**src/rtl/phy_irq_pkg.sv**
```systemverilog
package phy_irq_pkg;
    localparam int unsigned NUM_EVT = 5;

    typedef enum logic [1:0] {
        SEL_ENABLE = 2'd0,
        SEL_STATUS = 2'd1,
        SEL_FORCE  = 2'd2,
        SEL_NONE   = 2'd3
    } reg_sel_e;

    typedef logic [NUM_EVT-1:0] evt_vec_t;

    typedef struct packed {
        evt_vec_t en;
        evt_vec_t st;
        logic     frc;
    } port_state_t;
endpackage

```
**src/rtl/phy_irq_port.sv**
```systemverilog
module phy_irq_port
    import phy_irq_pkg::*;
(
    input  logic     clk,
    input  logic     rst_n,
    input  evt_vec_t evt_i,
    input  logic     wr_en_i,
    input  logic     wr_frc_i,
    input  logic     rd_clr_i,
    input  evt_vec_t wdata_i,
    output evt_vec_t en_o,
    output evt_vec_t st_o,
    output logic     frc_o,
    output logic     irq_o
);
    port_state_t state_d, state_q;

    always_comb begin
        state_d = state_q;
        // a clearing read drops old bits, a new strobe always survives
        state_d.st = (rd_clr_i ? '0 : state_q.st) | evt_i;
        if (wr_en_i)  state_d.en  = wdata_i;
        if (wr_frc_i) state_d.frc = wdata_i[0];
    end

    always_ff @(posedge clk or negedge rst_n) begin
        if (!rst_n) state_q <= '0;
        else        state_q <= state_d;
    end

    assign en_o  = state_q.en;
    assign st_o  = state_q.st;
    assign frc_o = state_q.frc;
    assign irq_o = (|(state_q.st & state_q.en)) | state_q.frc;
endmodule

```
**src/rtl/phy_irq_rdmux.sv**
```systemverilog
module phy_irq_rdmux
    import phy_irq_pkg::*;
#(
    parameter int unsigned NUM_PORTS = 8,
    parameter int unsigned PORT_W    = 4
) (
    input  logic [PORT_W-1:0]            port_i,
    input  reg_sel_e                     sel_i,
    input  logic [NUM_PORTS*NUM_EVT-1:0] en_all_i,
    input  logic [NUM_PORTS*NUM_EVT-1:0] st_all_i,
    input  logic [NUM_PORTS-1:0]         frc_all_i,
    output evt_vec_t                     data_o
);
    always_comb begin
        data_o = '0;
        for (int p = 0; p < NUM_PORTS; p++) begin
            if (port_i == PORT_W'(p)) begin
                unique case (sel_i)
                    SEL_ENABLE: data_o = en_all_i[p*NUM_EVT +: NUM_EVT];
                    SEL_STATUS: data_o = st_all_i[p*NUM_EVT +: NUM_EVT];
                    SEL_FORCE:  data_o = {{(NUM_EVT-1){1'b0}}, frc_all_i[p]};
                    default:    data_o = '0;
                endcase
            end
        end
    end
endmodule

```
**src/rtl/phy_irq_merge.sv**
```systemverilog
module phy_irq_merge #(
    parameter int unsigned NUM_PORTS = 8
) (
    input  logic [NUM_PORTS-1:0] port_irq_i,
    output logic                 irq_n_o
);
    assign irq_n_o = ~(|port_irq_i);
endmodule

```
**src/rtl/phy_irq_agg.sv**
```systemverilog
module phy_irq_agg
    import phy_irq_pkg::*;
#(
    parameter int unsigned NUM_PORTS = 8,
    parameter int unsigned PORT_W    = $clog2(NUM_PORTS + 1)
) (
    input  logic                         clk,
    input  logic                         rst_n,
    input  logic [NUM_PORTS*NUM_EVT-1:0] evt_strobe,
    input  logic                         reg_wr,
    input  logic                         reg_rd,
    input  logic [PORT_W-1:0]            reg_port,
    input  logic [1:0]                   reg_sel,
    input  logic [NUM_EVT-1:0]           reg_wdata,
    output logic [NUM_EVT-1:0]           reg_rdata,
    output logic                         irq_n
);
    typedef struct packed {
        evt_vec_t rdata;
    } top_state_t;

    top_state_t top_d, top_q;

    reg_sel_e                     sel;
    logic [NUM_PORTS*NUM_EVT-1:0] en_all;
    logic [NUM_PORTS*NUM_EVT-1:0] st_all;
    logic [NUM_PORTS-1:0]         frc_all;
    logic [NUM_PORTS-1:0]         port_irq;
    evt_vec_t                     mux_data;

    assign sel = reg_sel_e'(reg_sel);

    for (genvar p = 0; p < NUM_PORTS; p++) begin : g_port
        logic hit;
        assign hit = (reg_port == PORT_W'(p));

        phy_irq_port u_port (
            .clk      (clk),
            .rst_n    (rst_n),
            .evt_i    (evt_strobe[p*NUM_EVT +: NUM_EVT]),
            .wr_en_i  (reg_wr && hit && sel == SEL_ENABLE),
            .wr_frc_i (reg_wr && hit && sel == SEL_FORCE),
            .rd_clr_i (reg_rd && hit && sel == SEL_STATUS),
            .wdata_i  (reg_wdata),
            .en_o     (en_all[p*NUM_EVT +: NUM_EVT]),
            .st_o     (st_all[p*NUM_EVT +: NUM_EVT]),
            .frc_o    (frc_all[p]),
            .irq_o    (port_irq[p])
        );
    end

    phy_irq_rdmux #(
        .NUM_PORTS (NUM_PORTS),
        .PORT_W    (PORT_W)
    ) u_rdmux (
        .port_i    (reg_port),
        .sel_i     (sel),
        .en_all_i  (en_all),
        .st_all_i  (st_all),
        .frc_all_i (frc_all),
        .data_o    (mux_data)
    );

    phy_irq_merge #(
        .NUM_PORTS (NUM_PORTS)
    ) u_merge (
        .port_irq_i (port_irq),
        .irq_n_o    (irq_n)
    );

    always_comb begin
        top_d = top_q;
        if (reg_rd) top_d.rdata = mux_data;
    end

    always_ff @(posedge clk or negedge rst_n) begin
        if (!rst_n) top_q <= '0;
        else        top_q <= top_d;
    end

    assign reg_rdata = top_q.rdata;
endmodule

```
**config.mk**
```make
export PLATFORM = sky130hd
export DESIGN_NAME = phy_irq_agg
export DESIGN_NICKNAME = d
export VERILOG_FILES = /design/src/rtl/phy_irq_pkg.sv /design/src/rtl/phy_irq_port.sv /design/src/rtl/phy_irq_rdmux.sv /design/src/rtl/phy_irq_merge.sv /design/src/rtl/phy_irq_agg.sv
export SDC_FILE = /design/constraint.sdc
export NUM_CORES = 1
export LEC_CHECK = 0
export BUFFER_PORTS_ARGS = -buffer_cell sky130_fd_sc_hd__buf_4
export CORE_MARGIN = 2
export CORE_UTILIZATION = 40
export CTS_CLUSTER_SIZE = 16
export DETAILED_ROUTE_END_ITERATION = 8
export PLACE_DENSITY = 0.63
export SETUP_SLACK_MARGIN = 0.5
export SYNTH_ARGS = -nofsm -noshare
export SYNTH_HDL_FRONTEND = slang
export SYNTH_HIERARCHICAL = 1
export SYNTH_SLANG_ARGS = --single-unit
```
**constraint.sdc**
```tcl
create_clock -name clk -period 2.1 [get_ports clk]
set_input_delay 0.21 -clock clk [delete_from_list [all_inputs] [get_ports clk]]
set_output_delay 0.21 -clock clk [all_outputs]
set_load 0.01 [all_outputs]
```
==> reports/results.md <==
• complete, no violations — outcome
• 8.90 mm — dpl hpwl
• 0.515 — Post-Route Utilization
• 20.1 mm — wire length of the first global-routing pass
• 0 — antenna violations before repair
• 3647 — total vias in the final route
• flop — startpoint types
• 0.493 — share of synthesized area occupied by flip-flops and latches
• 2 — Clock Path Buffers
• 532 ps — transition at the pin with the smallest max-transition slack
• 0.412 — initial standard-cell utilization of the core
• simple AND/OR/NAND/NOR gates — crit-path leading delay family
• 405 — number of standard cells after synthesis
• 0 — DR DRC count
• 0 ps — setup TNS after final layout
• 3 — count of H-tree levels built during CTS
• 93 — Synth Register Bits
• 0.504 ps — post-route setup slack
• 476 MHz — Achievable Freq
• 165 ps — Setup WS pre-CTS
• dfrtp_1 — most common flop cell mapped by yosys
• 0.412 mV — worst voltage drop across the vdd grid
• 61 — number of top-level pins
• 0 — Max-Cap Viols
• 5.82 — ratio of routed vias to standard cells
• 60 — IO buf count
• dfrtp_1, mux2_1, a21o_1, mux2i_1, a22oi_1 — top cells by area in the synthesized netlist
• 2.51 nW — leakage dissipation
• dfrtp_1, mux2_1, a21o_1 — most frequent cells after synthesis
• 0.293 — ratio of cells with drive above 1 in the final layout
• 0.493 — fraction of synthesized cell area taken by the top area cell type
• 25.1% — signed area change from the synthesized netlist to the final layout
• 1 — Buf/Inv on CP
• 627 — final cell count without fillers
• 460 — synthesized netlist net count
• 0 — count of nets left with antenna violations after detail routing
• 1.00 — share of async-settable or async-resettable flops after synthesis
• 0 — total global routing overflow
• 0.00439 W — Design Power
• 744 nW/um^2 — power density normalized to cell area
• 602 — cell count after placement
• 113 um — Chip Width
• 534 — Net count, final
• built — clock tree from TritonCTS
• 2100 ps — shortest clock period the worst path allows after layout
• 273 — 1st-iter DRT viols
• 12.5 mm — final wirelength
• 5 — detailed-routing iteration count for the pre-antenna-repair pass
• 0 — total inserted antenna cells
• 0 — Final Hold Vio Count
• 46 — distinct cell type count after synthesis
• 1890 ps — CP arrival
• 19.9 um — routed wirelength normalized by instance count
• 3 — worst-path fanout max
• 44 — largest net degree at the start of global routing
• 4720 um^2 — post-synthesis instance area
• 1014 — final-layout fill cell count
• 1.00 — part of the cycle the worst path needs
• 570 ps — delay contributed by the slowest stage of the critical path
• reg -> out — Setup CP Type
• clkbuf_16 — CTS Root Cell
• 0 — count of endpoints failing setup in the final report
• 11500 um^2 — floorplan core area
• dfrtp_1 — count leader, synth
• 12700 um^2 — full die area
• 39 — number of cell rows
• 0.890 — RePlAce Congestion
• 0 — number of enable-type register cells in the synthesized netlist
• dfrtp_1 — biggest area consumer among synthesized cells
• true — setup repair after global routing missed its margin
• 5.76 ps — maximum clock skew at final layout
• or4_4 — cell with the largest stage delay on the worst path
• in -> reg — kind of path behind the tightest hold check
• 340 ps — clock latency of the later-clocked register in the worst-skew pair
• 60 ps — clock slew at reported path FFs
• 113 um — chip height
• a22oi_2 > nand3_2 > or4_4 > nor2_4 > buf_6 — list of cells traversed by the critical path
• 480 ps — R2R Setup Slk
• 0.643 — max_slew headroom
• 11.7 um^2 — mean area per synthesized cell
• 1890 ps — critical path data required time
• 9 — number of CTS-inserted buffers
• 3722 — vias in the first global route
• 0 — number of slew-limit violations in the final report
• 93 — clock sink total
• output pin — type of destination of the critical path
• 0.206 — Overall Global Routing Usage
• 6 — YS warnings
-- cell families after synthesis --
family / Yosys count / share of synthesized area
AND/OR/NAND/NOR: 79 / 0.0920
AO/OA/AOI/OAI: 114 / 0.169
flip-flops: 93 / 0.493
multiplexers: 93 / 0.217
buffers and inverters: 26 / 0.0297
-- path summary, 6_finish.rpt --
check,startpoint,end,cells after the start
setup reg to reg,g_port[0].u_port/st_o[1]$_DFF_PN0_,reg_rdata[1]$_DFFE_PN0P_,7
hold reg to reg,g_port[6].u_port/st_o[0]$_DFF_PN0_,g_port[6].u_port/st_o[0]$_DFF_PN0_,1
setup / recovery,g_port[0].u_port/st_o[0]$_DFF_PN0_,irq_n,5
max in group asynchronous,rst_n,g_port[3].u_port/en_o[2]$_DFFE_PN0P_,3
hold / removal,evt_strobe[10],g_port[2].u_port/st_o[0]$_DFF_PN0_,2
min in group asynchronous,rst_n,g_port[2].u_port/st_o[0]$_DFF_PN0_,2
-- sequential cells by signal, indices dropped and copies added (netlist names) --
signal	flops
g_port.u_port/frc_o	8
g_port.u_port/en_o	40
reg_rdata	5
g_port.u_port/st_o	40
-- layout make-up --
type                            count  area (um^2)  area share
Multi-Input combinational cell    286         2420       0.410
Sequential cell                    93         2330       0.394
Timing Repair Buffer               79          636       0.108
Clock buffer                       13          260      0.0441
Tap cell                          143          179      0.0303
Clock inverter                      3         43.8     0.00742
Inverter                           10         37.5     0.00636
-- what timing repair did --
action	4_1_cts	5_1_grt
pin swaps	6	12
hold buffers	1	0
setup buffers	4	4
resized for setup	11	29
hold endpoints to repair	33	0
setup endpoints to repair	2	16
-- stage by stage --
step | hold WS, ps | cell area, um^2
after floorplan | -85.6 | 4730
after CTS | 28.1 | 5740
after global routing | 26.4 | 5910
after global placement | 189 | 5350
after detailed placement | 187 | 5350
final | 34.6 | 5910
-- report_power, final --
part | internal [W] | leakage (nW) | total (W) | switching, W
Sequential | 0.00193 | 1.06 | 0.00205 | 0.000121
Clock | 0.000988 | 0.150 | 0.00163 | 0.000646
Combinational | 0.000358 | 1.30 | 0.000707 | 0.000349
-- worst reg2reg max path: stages (launching register included) --
cell and delay, ps:
dfrtp_1 400, buf_6 130, mux2_4 260, a21oi_2 150
o22ai_2 110, nand3_2 110, o221ai_2 90, mux2_4 270
-- cell usage in the layout (no fill, tap or decap), types with 8 or more instances in the layout --
cell type and count:
dfrtp_1 93, buf_4 72, mux2_1 55, a21o_1 40, nor2_1 31, mux2i_1 28
a21oi_1 13, nand3_1 12, o21ai_0 10, clkbuf_16 9, inv_2 9, a22oi_2 9
a22oi_1 8
-- layer usage --
| metal | GRT usage | vias to the layer above | wire, um |
|---|---|---|---|
| li1 | - | 1669 | - |
| met1 | 0.300 | 1803 | 5710 |
| met2 | 0.293 | 143 | 5560 |
| met3 | 0.0513 | 32 | 859 |
| met4 | 0.0829 | 0 | 341 |
| met5 | 0 | - | 0 |
Power figures use the tool's default switching activity.
